**src/rtl/dram_ctrl_pkg.sv**
```systemverilog
package dram_ctrl_pkg;

   typedef enum logic [2:0] {
      ST_IDLE,
      ST_PRE,
      ST_RSET,
      ST_RAS,
      ST_CSET,
      ST_CAS,
      ST_FSET,
      ST_FRAS
   } ctrl_st_e;

   typedef enum logic [1:0] {
      PT_IDLE,
      PT_ROW,
      PT_REF
   } pre_tgt_e;

   typedef enum logic [1:0] {
      SEL_ROW,
      SEL_COL,
      SEL_REF
   } addr_sel_e;

endpackage

```
**src/rtl/dram_ref_timer.sv**
```systemverilog
module dram_ref_timer #(
   parameter int unsigned INTERVAL = 1562,
   localparam int unsigned CW = (INTERVAL > 1) ? $clog2(INTERVAL) : 1
) (
   input  logic clk,
   input  logic rst_n,
   input  logic ack,
   output logic pend
);
   localparam logic [CW-1:0] RELOAD = CW'(INTERVAL - 1);

   logic [CW-1:0] cnt;

   always_ff @(posedge clk or negedge rst_n) begin
      if (!rst_n) begin
         cnt  <= RELOAD;
         pend <= 1'b0;
      end else if (cnt == '0) begin
         cnt  <= RELOAD;
         pend <= 1'b1;
      end else begin
         cnt <= cnt - 1'b1;
         if (ack) pend <= 1'b0;
      end
   end

   // a refresh may only be issued while one is owed
   assert_ack_pending_R9: assert property (@(posedge clk) disable iff (!rst_n)
      ack |-> pend);

endmodule

```
**src/rtl/dram_ref_row.sv**
```systemverilog
module dram_ref_row #(
   parameter int unsigned ROW_W = 10
) (
   input  logic             clk,
   input  logic             rst_n,
   input  logic             ack,
   output logic [ROW_W-1:0] row
);
   always_ff @(posedge clk or negedge rst_n) begin
      if (!rst_n)   row <= '0;
      else if (ack) row <= row + 1'b1;
   end
endmodule

```
**src/rtl/dram_addr_mux.sv**
```systemverilog
module dram_addr_mux
   import dram_ctrl_pkg::*;
#(
   parameter int unsigned PIN_W = 10
) (
   input  addr_sel_e        sel,
   input  logic [PIN_W-1:0] row,
   input  logic [PIN_W-1:0] col,
   input  logic [PIN_W-1:0] ref_row,
   output logic [PIN_W-1:0] pins
);
   always_comb begin
      unique case (sel)
         SEL_ROW: pins = row;
         SEL_REF: pins = ref_row;
         default: pins = col;
      endcase
   end
endmodule

```
**src/rtl/dram_mux_ctrl.sv**
```systemverilog
module dram_mux_ctrl
   import dram_ctrl_pkg::*;
#(
   parameter int unsigned ROW_W        = 10,
   parameter int unsigned COL_W        = 10,
   parameter int unsigned DATA_W       = 8,
   parameter int unsigned CLK_KHZ      = 200000,
   parameter int unsigned RETENTION_MS = 8,
   parameter int unsigned REF_INTERVAL = CLK_KHZ * RETENTION_MS / (1 << ROW_W),
   parameter int unsigned PRE_CYC      = 2,
   localparam int unsigned ADDR_W = ROW_W + COL_W
) (
   input  logic              clk,
   input  logic              rst_n,
   input  logic              req_valid,
   output logic              req_ready,
   input  logic              req_write,
   input  logic [ADDR_W-1:0] req_addr,
   input  logic [DATA_W-1:0] req_wdata,
   output logic              rsp_done,
   output logic [DATA_W-1:0] rsp_rdata,
   output logic [ROW_W-1:0]  mem_addr,
   output logic              mem_ras_n,
   output logic              mem_cas_n,
   output logic              mem_we_n,
   output logic [DATA_W-1:0] mem_dq_out,
   output logic              mem_dq_oe,
   input  logic [DATA_W-1:0] mem_dq_in
);
   localparam int unsigned PW = (PRE_CYC > 1) ? $clog2(PRE_CYC + 1) : 1;
   localparam logic [PW-1:0] PRE_LOAD = PW'(PRE_CYC - 1);
   localparam int unsigned HW = $clog2(PRE_CYC + 3);
   localparam logic [HW-1:0] HI_MAX = HW'(PRE_CYC + 2);

   generate
      if (ROW_W != COL_W) begin : g_bad_split
         $error("row and column halves must share the pin width");
      end
      if (PRE_CYC < 1) begin : g_bad_pre
         $error("PRE_CYC must be at least 1");
      end
      if (REF_INTERVAL < 16) begin : g_bad_ref
         $error("REF_INTERVAL too short to fit an access");
      end
   endgenerate

   ctrl_st_e          state;
   pre_tgt_e          pre_tgt;
   logic [PW-1:0]     pre_cnt;
   logic              row_open;
   logic [ROW_W-1:0]  open_row;
   logic [ADDR_W-1:0] lat_addr;
   logic              lat_wr;
   logic [DATA_W-1:0] lat_wdata;
   logic              ref_pend;
   logic              ref_ack;
   logic [ROW_W-1:0]  ref_row;
   addr_sel_e         sel;

   wire [ROW_W-1:0] lat_row = lat_addr[ADDR_W-1:COL_W];
   wire [COL_W-1:0] lat_col = lat_addr[COL_W-1:0];
   wire [ROW_W-1:0] req_row = req_addr[ADDR_W-1:COL_W];

   assign ref_ack = (state == ST_FRAS);

   dram_ref_timer #(.INTERVAL(REF_INTERVAL)) u_timer (
      .clk(clk), .rst_n(rst_n), .ack(ref_ack), .pend(ref_pend)
   );

   dram_ref_row #(.ROW_W(ROW_W)) u_refrow (
      .clk(clk), .rst_n(rst_n), .ack(ref_ack), .row(ref_row)
   );

   always_comb begin
      unique case (state)
         ST_RSET, ST_RAS: sel = SEL_ROW;
         ST_FSET, ST_FRAS: sel = SEL_REF;
         default:          sel = SEL_COL;
      endcase
   end

   dram_addr_mux #(.PIN_W(ROW_W)) u_mux (
      .sel(sel), .row(lat_row), .col(lat_col), .ref_row(ref_row), .pins(mem_addr)
   );

   always_ff @(posedge clk or negedge rst_n) begin
      if (!rst_n) begin
         state     <= ST_IDLE;
         pre_tgt   <= PT_IDLE;
         pre_cnt   <= '0;
         row_open  <= 1'b0;
         open_row  <= '0;
         lat_addr  <= '0;
         lat_wr    <= 1'b0;
         lat_wdata <= '0;
         rsp_rdata <= '0;
         rsp_done  <= 1'b0;
      end else begin
         rsp_done <= 1'b0;
         unique case (state)
            ST_IDLE: begin
               if (ref_pend) begin
                  if (row_open) begin
                     state    <= ST_PRE;
                     pre_tgt  <= PT_REF;
                     pre_cnt  <= PRE_LOAD;
                     row_open <= 1'b0;
                  end else begin
                     state <= ST_FSET;
                  end
               end else if (req_valid) begin
                  lat_addr  <= req_addr;
                  lat_wr    <= req_write;
                  lat_wdata <= req_wdata;
                  if (row_open && req_row == open_row) begin
                     state <= ST_CSET;
                  end else if (row_open) begin
                     state    <= ST_PRE;
                     pre_tgt  <= PT_ROW;
                     pre_cnt  <= PRE_LOAD;
                     row_open <= 1'b0;
                  end else begin
                     state <= ST_RSET;
                  end
               end
            end
            ST_PRE: begin
               if (pre_cnt == '0) begin
                  unique case (pre_tgt)
                     PT_ROW:  state <= ST_RSET;
                     PT_REF:  state <= ST_FSET;
                     default: state <= ST_IDLE;
                  endcase
               end else begin
                  pre_cnt <= pre_cnt - 1'b1;
               end
            end
            ST_RSET: state <= ST_RAS;
            ST_RAS: begin
               row_open <= 1'b1;
               open_row <= lat_row;
               state    <= ST_CSET;
            end
            ST_CSET: state <= ST_CAS;
            ST_CAS: begin
               rsp_done <= 1'b1;
               if (!lat_wr) rsp_rdata <= mem_dq_in;
               state <= ST_IDLE;
            end
            ST_FSET: state <= ST_FRAS;
            ST_FRAS: begin
               state   <= ST_PRE;
               pre_tgt <= PT_IDLE;
               pre_cnt <= PRE_LOAD;
            end
            default: state <= ST_IDLE;
         endcase
      end
   end

   assign req_ready  = (state == ST_IDLE) && !ref_pend;
   assign mem_ras_n  = !((state == ST_RAS) || (state == ST_CSET) || (state == ST_CAS) ||
                         (state == ST_FRAS) || ((state == ST_IDLE) && row_open));
   assign mem_cas_n  = (state != ST_CAS);
   assign mem_we_n   = !((state == ST_CAS) && lat_wr);
   assign mem_dq_oe  = (state == ST_CAS) && lat_wr;
   assign mem_dq_out = lat_wdata;

   // ---------------- assertions ----------------
   logic [HW-1:0] hi_cnt;
   always_ff @(posedge clk or negedge rst_n) begin
      if (!rst_n)         hi_cnt <= HI_MAX;
      else if (!mem_ras_n) hi_cnt <= '0;
      else if (hi_cnt != HI_MAX) hi_cnt <= hi_cnt + 1'b1;
   end

   assert_precharge_R7: assert property (@(posedge clk) disable iff (!rst_n)
      $fell(mem_ras_n) |-> (hi_cnt >= HW'(PRE_CYC + 1)));

   assert_strobe_order_R2: assert property (@(posedge clk) disable iff (!rst_n)
      !mem_cas_n |-> !mem_ras_n);

   assert_row_setup_R2: assert property (@(posedge clk) disable iff (!rst_n)
      $fell(mem_ras_n) |-> $stable(mem_addr));

   assert_col_setup_R2: assert property (@(posedge clk) disable iff (!rst_n)
      $fell(mem_cas_n) |-> $stable(mem_addr));

   assert_write_gate_R3: assert property (@(posedge clk) disable iff (!rst_n)
      !mem_we_n |-> (!mem_cas_n && mem_dq_oe));

   assert_done_pulse_R5: assert property (@(posedge clk) disable iff (!rst_n)
      rsp_done |=> !rsp_done);

   assert_busy_after_accept_R4: assert property (@(posedge clk) disable iff (!rst_n)
      (req_valid && req_ready) |=> !req_ready);

endmodule

```
**config.mk**
```make
export PLATFORM = sky130hd
export DESIGN_NAME = dram_mux_ctrl
export DESIGN_NICKNAME = d
export VERILOG_FILES = /design/src/rtl/dram_ctrl_pkg.sv /design/src/rtl/dram_ref_timer.sv /design/src/rtl/dram_ref_row.sv /design/src/rtl/dram_addr_mux.sv /design/src/rtl/dram_mux_ctrl.sv
export SDC_FILE = /design/constraint.sdc
export NUM_CORES = 1
export LEC_CHECK = 0
export ABC_AREA = 1
export BUFFER_PORTS_ARGS = -buffer_cell sky130_fd_sc_hd__buf_2
export CORE_ASPECT_RATIO = 0.7
export CORE_UTILIZATION = 55
export CTS_BUF_LIST = sky130_fd_sc_hd__clkbuf_4
export CTS_CLUSTER_DIAMETER = 40
export DETAILED_ROUTE_END_ITERATION = 7
export PLACE_DENSITY_LB_ADDON = 0.1
export SYNTH_ARGS = -nofsm -noshare
export SYNTH_HDL_FRONTEND = slang
export SYNTH_SLANG_ARGS = --single-unit
```
**constraint.sdc**
```tcl
create_clock -name clk -period 3.18 [get_ports clk]
set_clock_uncertainty 0.05 [all_clocks]
set_input_delay 0.477 -clock clk [delete_from_list [all_inputs] [get_ports clk]]
set_output_delay 0.477 -clock clk [all_outputs]
set_load 0.05 [all_outputs]
```
* Yosys cells after proc, flatten, opt, wreduce, memory -nomap -nowiden
Index checks and enable logic that the tools add are counted.
** Word-level totals
- Bits in registers :: 78
- Bits in latches :: 0
- Bits in writable memories :: 0
- ROM bits :: 0
- Bits of input ports :: 40
- Output and inout bits :: 32
- Word-level logic and storage cells :: 93
- Memories :: 0
** Cells by class
- $add $sub $neg :: 3
- Multiply operators :: 0
- Div/mod/pow operators :: 0
- $lt $le $gt $ge :: 0
- Equality and inequality tests :: 18
- Shift-type cells :: 0
- Muxes and demuxes :: 30
- Bitwise logic cells :: 2
- Reductions and logical operators :: 27
** Operators by type and width (number)
- 3-bit case mux with 8 select lines :: 1
- 2-bit two-way mux :: 11
- 10-bit case mux with 2 select lines :: 1
- 3-bit two-way mux :: 5
- 3-bit equality test (second input constant) :: 4
- 11-bit zero test :: 1
- 11-bit two-way mux :: 1
- 11-bit by 1-bit subtractor with 11-bit output (second input constant) :: 1
- 10-bit by 1-bit adder with 10-bit output (second input constant) :: 1
- 10-bit equality test :: 1
- 3-bit inequality test (second input constant) :: 3
- 2-bit case mux with 2 select lines :: 2
- 3-bit by 2-bit equality test with 1-bit output (second input constant) :: 2
- 1-bit two-way mux :: 6
- 3-bit by 2-bit inequality test with 1-bit output (second input constant) :: 2
- 2-bit case mux with 3 select lines :: 1
- 3-bit case mux with 2 select lines :: 1
- 3-bit AND reduction :: 2
- 2-bit nonzero test :: 3
- 5-bit AND reduction :: 1
- 2-bit equality test (second input constant) :: 2
- 1-bit logical AND :: 4
- 2-bit zero test :: 2
- 1-bit logical OR :: 4
- 12 further kinds :: 18

* Depth between registers and ports, before layout
Gate-level depths: netlist of run 1.
- Depth in word-level cells :: 6
- Mapped depth :: 10
- Mapped depth without buffers :: 10

* Hierarchy
From an unflattened synthesis of run 1, not the netlist that was laid out.
** Second synthesis, totals
- Cell total of the unflattened synthesis :: 492
- Area, all modules :: 3908.7 um^2
** By module, submodules not included
- dram_mux_ctrl :: instances 1, cells each 306, area each 2571.2 um^2, sequential area each 1401.3 um^2
- dram_ref_timer :: instances 1, cells each 86, area each 630.6 um^2, sequential area each 306.5 um^2
- dram_ref_row :: instances 1, cells each 56, area each 494.2 um^2, sequential area each 250.2 um^2
- dram_addr_mux :: instances 1, cells each 44, area each 212.7 um^2, sequential area each 0.0 um^2

* Least setup slack after synthesis of run 1
Ideal clock, no wire load.
- Path type :: register to output
- Start :: register state[1]
- End :: output port mem_we_n
- Arrival time :: 2216 ps
- Data required time :: 2653 ps
- Slack :: 437 ps
- Cell stages (with the launch flop) :: 7
- Path buffers :: 0
- Cell sequence :: dfrtp_1 inv_1 nand2_1 nor2_1 inv_1 nor2_1 inv_1
** On the way
- Cells in the longest elaborated chain, start to end :: 3
** RTL lines
- from (decl) :: RTL line dram_mux_ctrl.sv:47 : ctrl_st_e state;
- from (signal assigned) :: RTL line dram_mux_ctrl.sv:88 : state <= ST_IDLE;
- from (signal assigned) :: RTL line dram_mux_ctrl.sv:104 : state <= ST_PRE;
- from (signal assigned) :: RTL line dram_mux_ctrl.sv:109 : state <= ST_FSET;
- 3-bit equality test
- 1-bit logical AND
- named net mem_dq_oe :: RTL line dram_mux_ctrl.sv:27 : output logic mem_dq_oe,
- 1-bit zero test :: RTL line dram_mux_ctrl.sv:165 : assign mem_we_n = !((state == ST_CAS) && lat_wr);
- to (decl) :: RTL line dram_mux_ctrl.sv:25 : output logic mem_we_n,
The timed path passes the listed nets, and every way through them passes these cells.

* Final worst setup path of run 1
- Start :: register state[1]
- End :: output port mem_dq_oe
** On the way
- Cells in the longest elaborated chain, start to end :: 2
** RTL lines
- 3-bit equality test :: RTL line dram_mux_ctrl.sv:166 : assign mem_dq_oe = (state == ST_CAS) && lat_wr;
- 1-bit logical AND :: RTL line dram_mux_ctrl.sv:166
- to (decl) :: RTL line dram_mux_ctrl.sv:27
Every way passes these cells.

==> results.yml, run 1 <==
global_routing:
  grt_pass1_vias: 2707
  overflow: 0
  grt_max_degree: 79
  antenna_found_initial: 0
  grt_pass1_wl_mm: 13.1
  grt_use_total_pct: 24.7
setup_path:
  critPathLaunchType: "register"
  r2r_slack_ps: 1010
  critPathCaptureType: "primary output"
  crit_fanout: 15
  required_ps: 2650
  rr_endpoint: "pre_cnt[1]"
  crit_type: "reg2out"
  cp.arrival_ps: 2220
  ff2ff_path_depth: 10
  r2r-start: "state[1]"
power_and_ir_drop:
  finalPower_w: 0.00465
  p_per_area_mw_per_mm2: 1080
  ir_worst_vdd_v: 0.000984
  p_leak_nw: 2.19
routing:
  vias_per_cell: 5.05
  drc_errors: 0
  drt_iter0_drc: 250
  vias: 2829
  drt-total-wl_mm: 7.68
  post_drt_wl_per_cell_um: 13.7
  ant_nets: 0
  drt_first_pass_iters: 4
logic_synthesis:
  netlist_top_cells_area: "dfrtp_1, nand2_1, nor2_1, inv_1, mux2_2"
  synth-edff-count: 0
  avgSynthCellArea_um2: 9.43
  synth_top_cell_area_share_pct: 49.7
  synth.distinct_cells: 30
  synthArstFlopShare_pct: 100
  synthFlopType: "dfrtp_1"
  post-synth-top-count-cell: "nand2_1"
  ys_seq_elements: 78
  synthCells: 390
  yosys.area.top_type: "dfrtp_1"
  synth_common_cells: "nand2_1, dfrtp_1, nor2_1"
  ys.warnings.count: 0
  ys_seq_area_share_pct: 53.2
  syn_nets: 434
  syn_area_mm2: 0.00368
clock_tree:
  cts_setup_buffers: 0
  cts_tree: "yes"
  cts_root_buffer: "clkbuf_4"
  cts_made_buffers: 9
  clockBufferDepth: 2
  cts_hold_buf: 0
  htreeDepth: 3
  cts.clk_slew.worst_paths_ps: 120
  clk-insertion-delay-late_ps: 430
  cts.sinks: 78
  cts_resized: 0
floorplan:
  fp.dieArea_mm2: 0.00702
  die_w_um: 99.7
  ios: 72
  row_count: 24
  core_area_mm2: 0.00634
  dieHeight_um: 70.4
  initial_core_util_pct: 58.0
timing:
  finalSetupTns_ps: 0
  maxSlewHeadroom_pct: 35.5
  fmax_mhz: 364
  rsz0062_at_grt: "false"
  worstMarginPinSlew_ps: 967
  hold_violations: 0
  layout_min_cycle_time_ps: 2750
  maxSlewViolCount: 0
  setup_viol: 0
  finalCritPeriodShare_pct: 86.5
hold_path:
  hold_path_class: "in2async"
placed_design:
  numPortBuffers: 71
  dp.cells: 544
  gp_congestion: 0.901
  dp_hpwl_mm: 5.65
final_layout:
  antennaDiodeCount: 0
  nets: 508
  final_cells: 560
  fin_util_pct: 67.7
  area_delta_synth_final_pct: 16.6
  drive_above_1_share_pct: 27.5
  fillers: 523
run_status:
  status: "complete, no violations"
flow_run:
  max_cap_violations: 0
where the power goes:
part	internal, W	total, W	switching, W
logic	0.000695	0.00229	0.00160
clock network	0.000406	0.000749	0.000343
registers	0.00135	0.00161	0.000255
total	0.00245	0.00465	0.00219
worst max-delay path by stage:
stage	startpoint	slack, ps	endpoint	cells after the start
floorplan	state[1]	440	mem_we_n	6
global placement	state[2]	950	mem_dq_oe	5
detailed placement	state[1]	890	mem_dq_oe	6
CTS	state[2]	420	mem_dq_oe	5
global route	state[1]	230	mem_dq_oe	6
finish	state[1]	430	mem_dq_oe	6
routing by layer:
layer / up-vias / routed length (um) / track usage, %
met5: - / 0 / 0
met4: 0 / 61 / 5.56
met3: 5 / 442 / 7.71
met2: 84 / 3380 / 36.2
met1: 1334 / 3790 / 36.0
li1: 1406 / - / -
state kept, by name, summed over array words and instances, names as in the netlist, 2 cells and up:
signal,cells
lat_addr,20
u_timer.cnt,11
open_row,10
u_refrow.row,10
mem_dq_out,8
rsp_rdata,8
state,3
pre_cnt,2
pre_tgt,2
placed cells by master (no fill, tap or decap), drive strengths merged:
| cell | n |
|---|---|
| a21oi | 26 |
| a31oi | 2 |
| buf | 71 |
| bufinv | 3 |
| clkbuf | 10 |
| clkinv | 2 |
| clkinvlp | 1 |
| dfrtp | 73 |
| dfstp | 5 |
| ha | 4 |
| inv | 47 |
| mux2 | 29 |
| nand2 | 80 |
| nand3 | 13 |
| nand3b | 1 |
| nand4 | 1 |
| nor2 | 50 |
| nor3 | 3 |
| nor4 | 3 |
| o21ai | 19 |
| o22ai | 7 |
| or2 | 2 |
| xnor2 | 5 |
| xor2 | 12 |
cells by family (layout without fill, tap and decap cells):
family                     count (synthesis)  after routing  share of synthesized area (%)
and+or+nand+nor                          153            153                           17.8
DFF                                       78             78                           53.2
buffers and inverters                     55            134                           6.02
AOI/OAI and AO/OA                         54             54                           7.66
muxes                                     29             29                           9.90
xor gates and xnor gates                  17             17                           4.05
adders and majority gates                  4              4                           1.36
critical path: stages (launching register included):
cell and delay, ps:
dfrtp_1 570, inv_1 330, nand2_1 150, nor2_1 250, inv_1 90, nor2_1 130
buf_2 280
area by class of cell:
cell class / instances / area [um2] / share of cell area, %
inverter: 47 / 176 / 4.11
timing repair buffer: 71 / 358 / 8.34
clock inverter: 6 / 110 / 2.57
clock buffer: 10 / 75.1 / 1.75
tap: 91 / 114 / 2.65
multi-input combinational: 257 / 1500 / 34.9
sequential: 78 / 1960 / 45.7
per-stage QoR:
stage	hold WS [ps]	cell area, um2	setup slack (ps)
2_1_floorplan	131	3680	437
3_3_place_gp	385	4100	953
3_5_place_dp	388	4100	886
4_1_cts	168	4290	419
5_1_grt	155	4290	228
6_report	128	4290	430
No activity file was read; power rests on OpenSTA's default activity.
==> run 2: changes to the inputs <==
--- a/config.mk
+++ b/config.mk
@@ -15,4 +15,5 @@
 export PLACE_DENSITY_LB_ADDON = 0.1
 export SYNTH_ARGS = -nofsm -noshare
 export SYNTH_HDL_FRONTEND = slang
+export SYNTH_HIERARCHICAL = 1
 export SYNTH_SLANG_ARGS = --single-unit
==> constraint.sdc (replaced) <==
create_clock -name clk -period 3.2 [get_ports clk]
set_clock_uncertainty 0.05 [all_clocks]
set_input_delay 0.48 -clock clk [delete_from_list [all_inputs] [get_ports clk]]
set_output_delay 0.48 -clock clk [all_outputs]
set_load 0.05 [all_outputs]
==> run 2 against run 1 <==
Non-clock buffer count up 1. Combinational power down 8%. Routed wire length up 7.5%. Die area increased by 6.1%. Synthesized cell count grew 26%. Hold slack improved by 17 ps. Clock power fell by 12%. Design area is 4.1% higher. Critical path depth up 1. Cell count grew 18%.
==> results.yml, run 2 <==
run_status:
  status: "complete, no violations"
timing:
  finalCritPeriodShare_pct: 80.9
  rsz0062_at_grt: "false"
  holdWs_ps: 145
  finalSetupTns_ps: 0
  setup_viol: 0
  fmax_mhz: 386
  worstMarginPinSlew_ps: 981
  maxSlewViolCount: 0
  maxSlewHeadroom_pct: 34.6
  setup_slack_ps: 611
  hold_violations: 0
  layout_min_cycle_time_ps: 2590
setup_path:
  cp_cell_sequence: "inv_2, nand2_2, nor2_4, inv_2, nor2_4, buf_4, buf_2"
  crit_type: "reg2out"
  max_stage_delay_ps: 450
  r2r_slack_ps: 950
  path_depth: 7
  crit_family: "buffers and inverters"
  critPathLaunchType: "register"
  crit_buf_inv: 4
  required_ps: 2670
  cp.arrival_ps: 2060
  cp-startpoint: "state[1]"
  ff2ff_path_depth: 8
  rr_endpoint: "lat_addr[12]"
  crit_fanout: 21
  r2r-start: "state[1]"
  cp_slowest_cell: "dfrtp_1"
  critPathCaptureType: "primary output"
  critPathCapture: "req_ready"
routing:
  drt-total-wl_mm: 8.26
  vias: 3342
  ant_nets: 0
  post_drt_wl_per_cell_um: 12.5
  drt_first_pass_iters: 5
  drt_iter0_drc: 199
  drc_errors: 0
  vias_per_cell: 5.06
power_and_ir_drop:
  p_leak_nw: 2.41
  finalPower_w: 0.00432
  ir_worst_vdd_v: 0.000795
  p_per_area_mw_per_mm2: 968
logic_synthesis:
  ys_seq_elements: 78
  synthArstFlopShare_pct: 100
  ys_seq_area_share_pct: 50.1
  synthCells: 492
  yosys.area.top_type: "dfrtp_1"
  post-synth-top-count-cell: "nand2_1"
  synth_top_cell_area_share_pct: 46.7
  synth_common_cells: "nand2_1, dfrtp_1, inv_1, nand3_1, nor2_1"
  synth.distinct_cells: 31
  syn_nets: 537
  ys.warnings.count: 6
  synthFlopType: "dfrtp_1"
  syn_area_mm2: 0.00391
  netlist_top_cells_area: "dfrtp_1, nand2_1, nand3_1, inv_1, nor2_1"
  synth-edff-count: 0
  avgSynthCellArea_um2: 7.94
clock_tree:
  clk-insertion-delay-late_ps: 430
  cts_hold_buf: 0
  clockBufferDepth: 2
  cts_made_buffers: 9
  cts_setup_buffers: 0
  cts.clk_slew.worst_paths_ps: 110
  htreeDepth: 3
  cts.sinks: 78
  cts_tree: "yes"
  cts_root_buffer: "clkbuf_4"
  cts_resized: 0
floorplan:
  dieHeight_um: 72.5
  die_w_um: 103
  initial_core_util_pct: 57.3
  row_count: 25
  ios: 72
  core_area_mm2: 0.00682
  fp.dieArea_mm2: 0.00745
final_layout:
  antennaDiodeCount: 0
  drive_above_1_share_pct: 21.0
  area_delta_synth_final_pct: 14.2
  nets: 607
  final_cells: 661
  reg_top3: "lat_addr x20, u_timer/cnt x11"
  top_register: "lat_addr"
  fillers: 637
  final_cell_mix: "nand2_1, dfrtp_1, buf_2"
  largest_reg_flops: 20
  final_common_cell: "nand2_1"
placed_design:
  dp_hpwl_mm: 5.91
  numPortBuffers: 71
  gp_congestion: 0.889
  dp.cells: 645
  pre_cts_ws_ps: 989
global_routing:
  overflow: 0
  grt_max_degree: 79
  grt_pass1_wl_mm: 13.9
  antenna_found_initial: 0
  grt_pass1_vias: 3050
  grt_use_total_pct: 24.8
flow_run:
  max_cap_violations: 0
hold_path:
  hold_path_class: "in2async"
## run 2: worst min path at each step
stage / slack [ps] / to / from / cells after the start
global placement: 390 / u_timer/cnt[0] / u_timer/cnt[0] / 1
floorplan: 130 / lat_addr[0] / rst_n / 0
global route: 170 / rsp_rdata[5] / mem_dq_in[5] / 2
finish: 140 / u_timer/cnt[2] / rst_n / 1
detailed placement: 390 / u_timer/cnt[0] / u_timer/cnt[0] / 1
CTS: 170 / u_timer/cnt[6] / rst_n / 1
## run 2: report_power, final
| part | switching [W] | total (W) | internal (W) |
|---|---|---|---|
| clock | 0.000331 | 0.000660 | 0.000330 |
| sequential | 0.000224 | 0.00155 | 0.00132 |
| combinational | 0.00156 | 0.00211 | 0.000553 |
## run 2: layout make-up
| class | instances | area, um2 | share of cell area [%] |
|---|---|---|---|
| multi-input combinational | 337 | 1620 | 36.4 |
| inverter | 64 | 240 | 5.38 |
| timing repair buffer | 72 | 365 | 8.19 |
| tap | 94 | 118 | 2.64 |
| clock inverter | 5 | 75.1 | 1.68 |
| clock buffer | 11 | 82.6 | 1.85 |
| sequential | 78 | 1960 | 43.9 |
## run 2: per-stage QoR
step	utilization (%)	cell area [um2]
global route	65.4	4460
floorplan	-	3910
CTS	65.4	4460
global placement	63.1	4310
detailed placement	63.1	4310
finish	65.4	4460
## run 2: kinds of logic (layout without fill, tap and decap cells)
group | count (synthesis) | count (layout) | share of synthesized area (%)
and+or+nand+nor | 280 | 280 | 30.9
adders and majority gates | 5 | 5 | 1.60
AOI/OAI and AO/OA | 36 | 36 | 4.93
xor gates and xnor gates | 7 | 7 | 1.57
DFF | 78 | 78 | 50.1
muxes | 9 | 9 | 2.59
buffers and inverters | 77 | 152 | 8.35
## run 2: routing by layer
| layer | part of all wire [%] | vias up | global-route usage (%) |
|---|---|---|---|
| met1 | 48 | 1555 | 34.7 |
| met4 | 1.6 | 0 | 8.45 |
| met3 | 5.6 | 14 | 7.03 |
| met5 | 0 | - | 0 |
| met2 | 44 | 91 | 37.3 |
| li1 | - | 1682 | - |
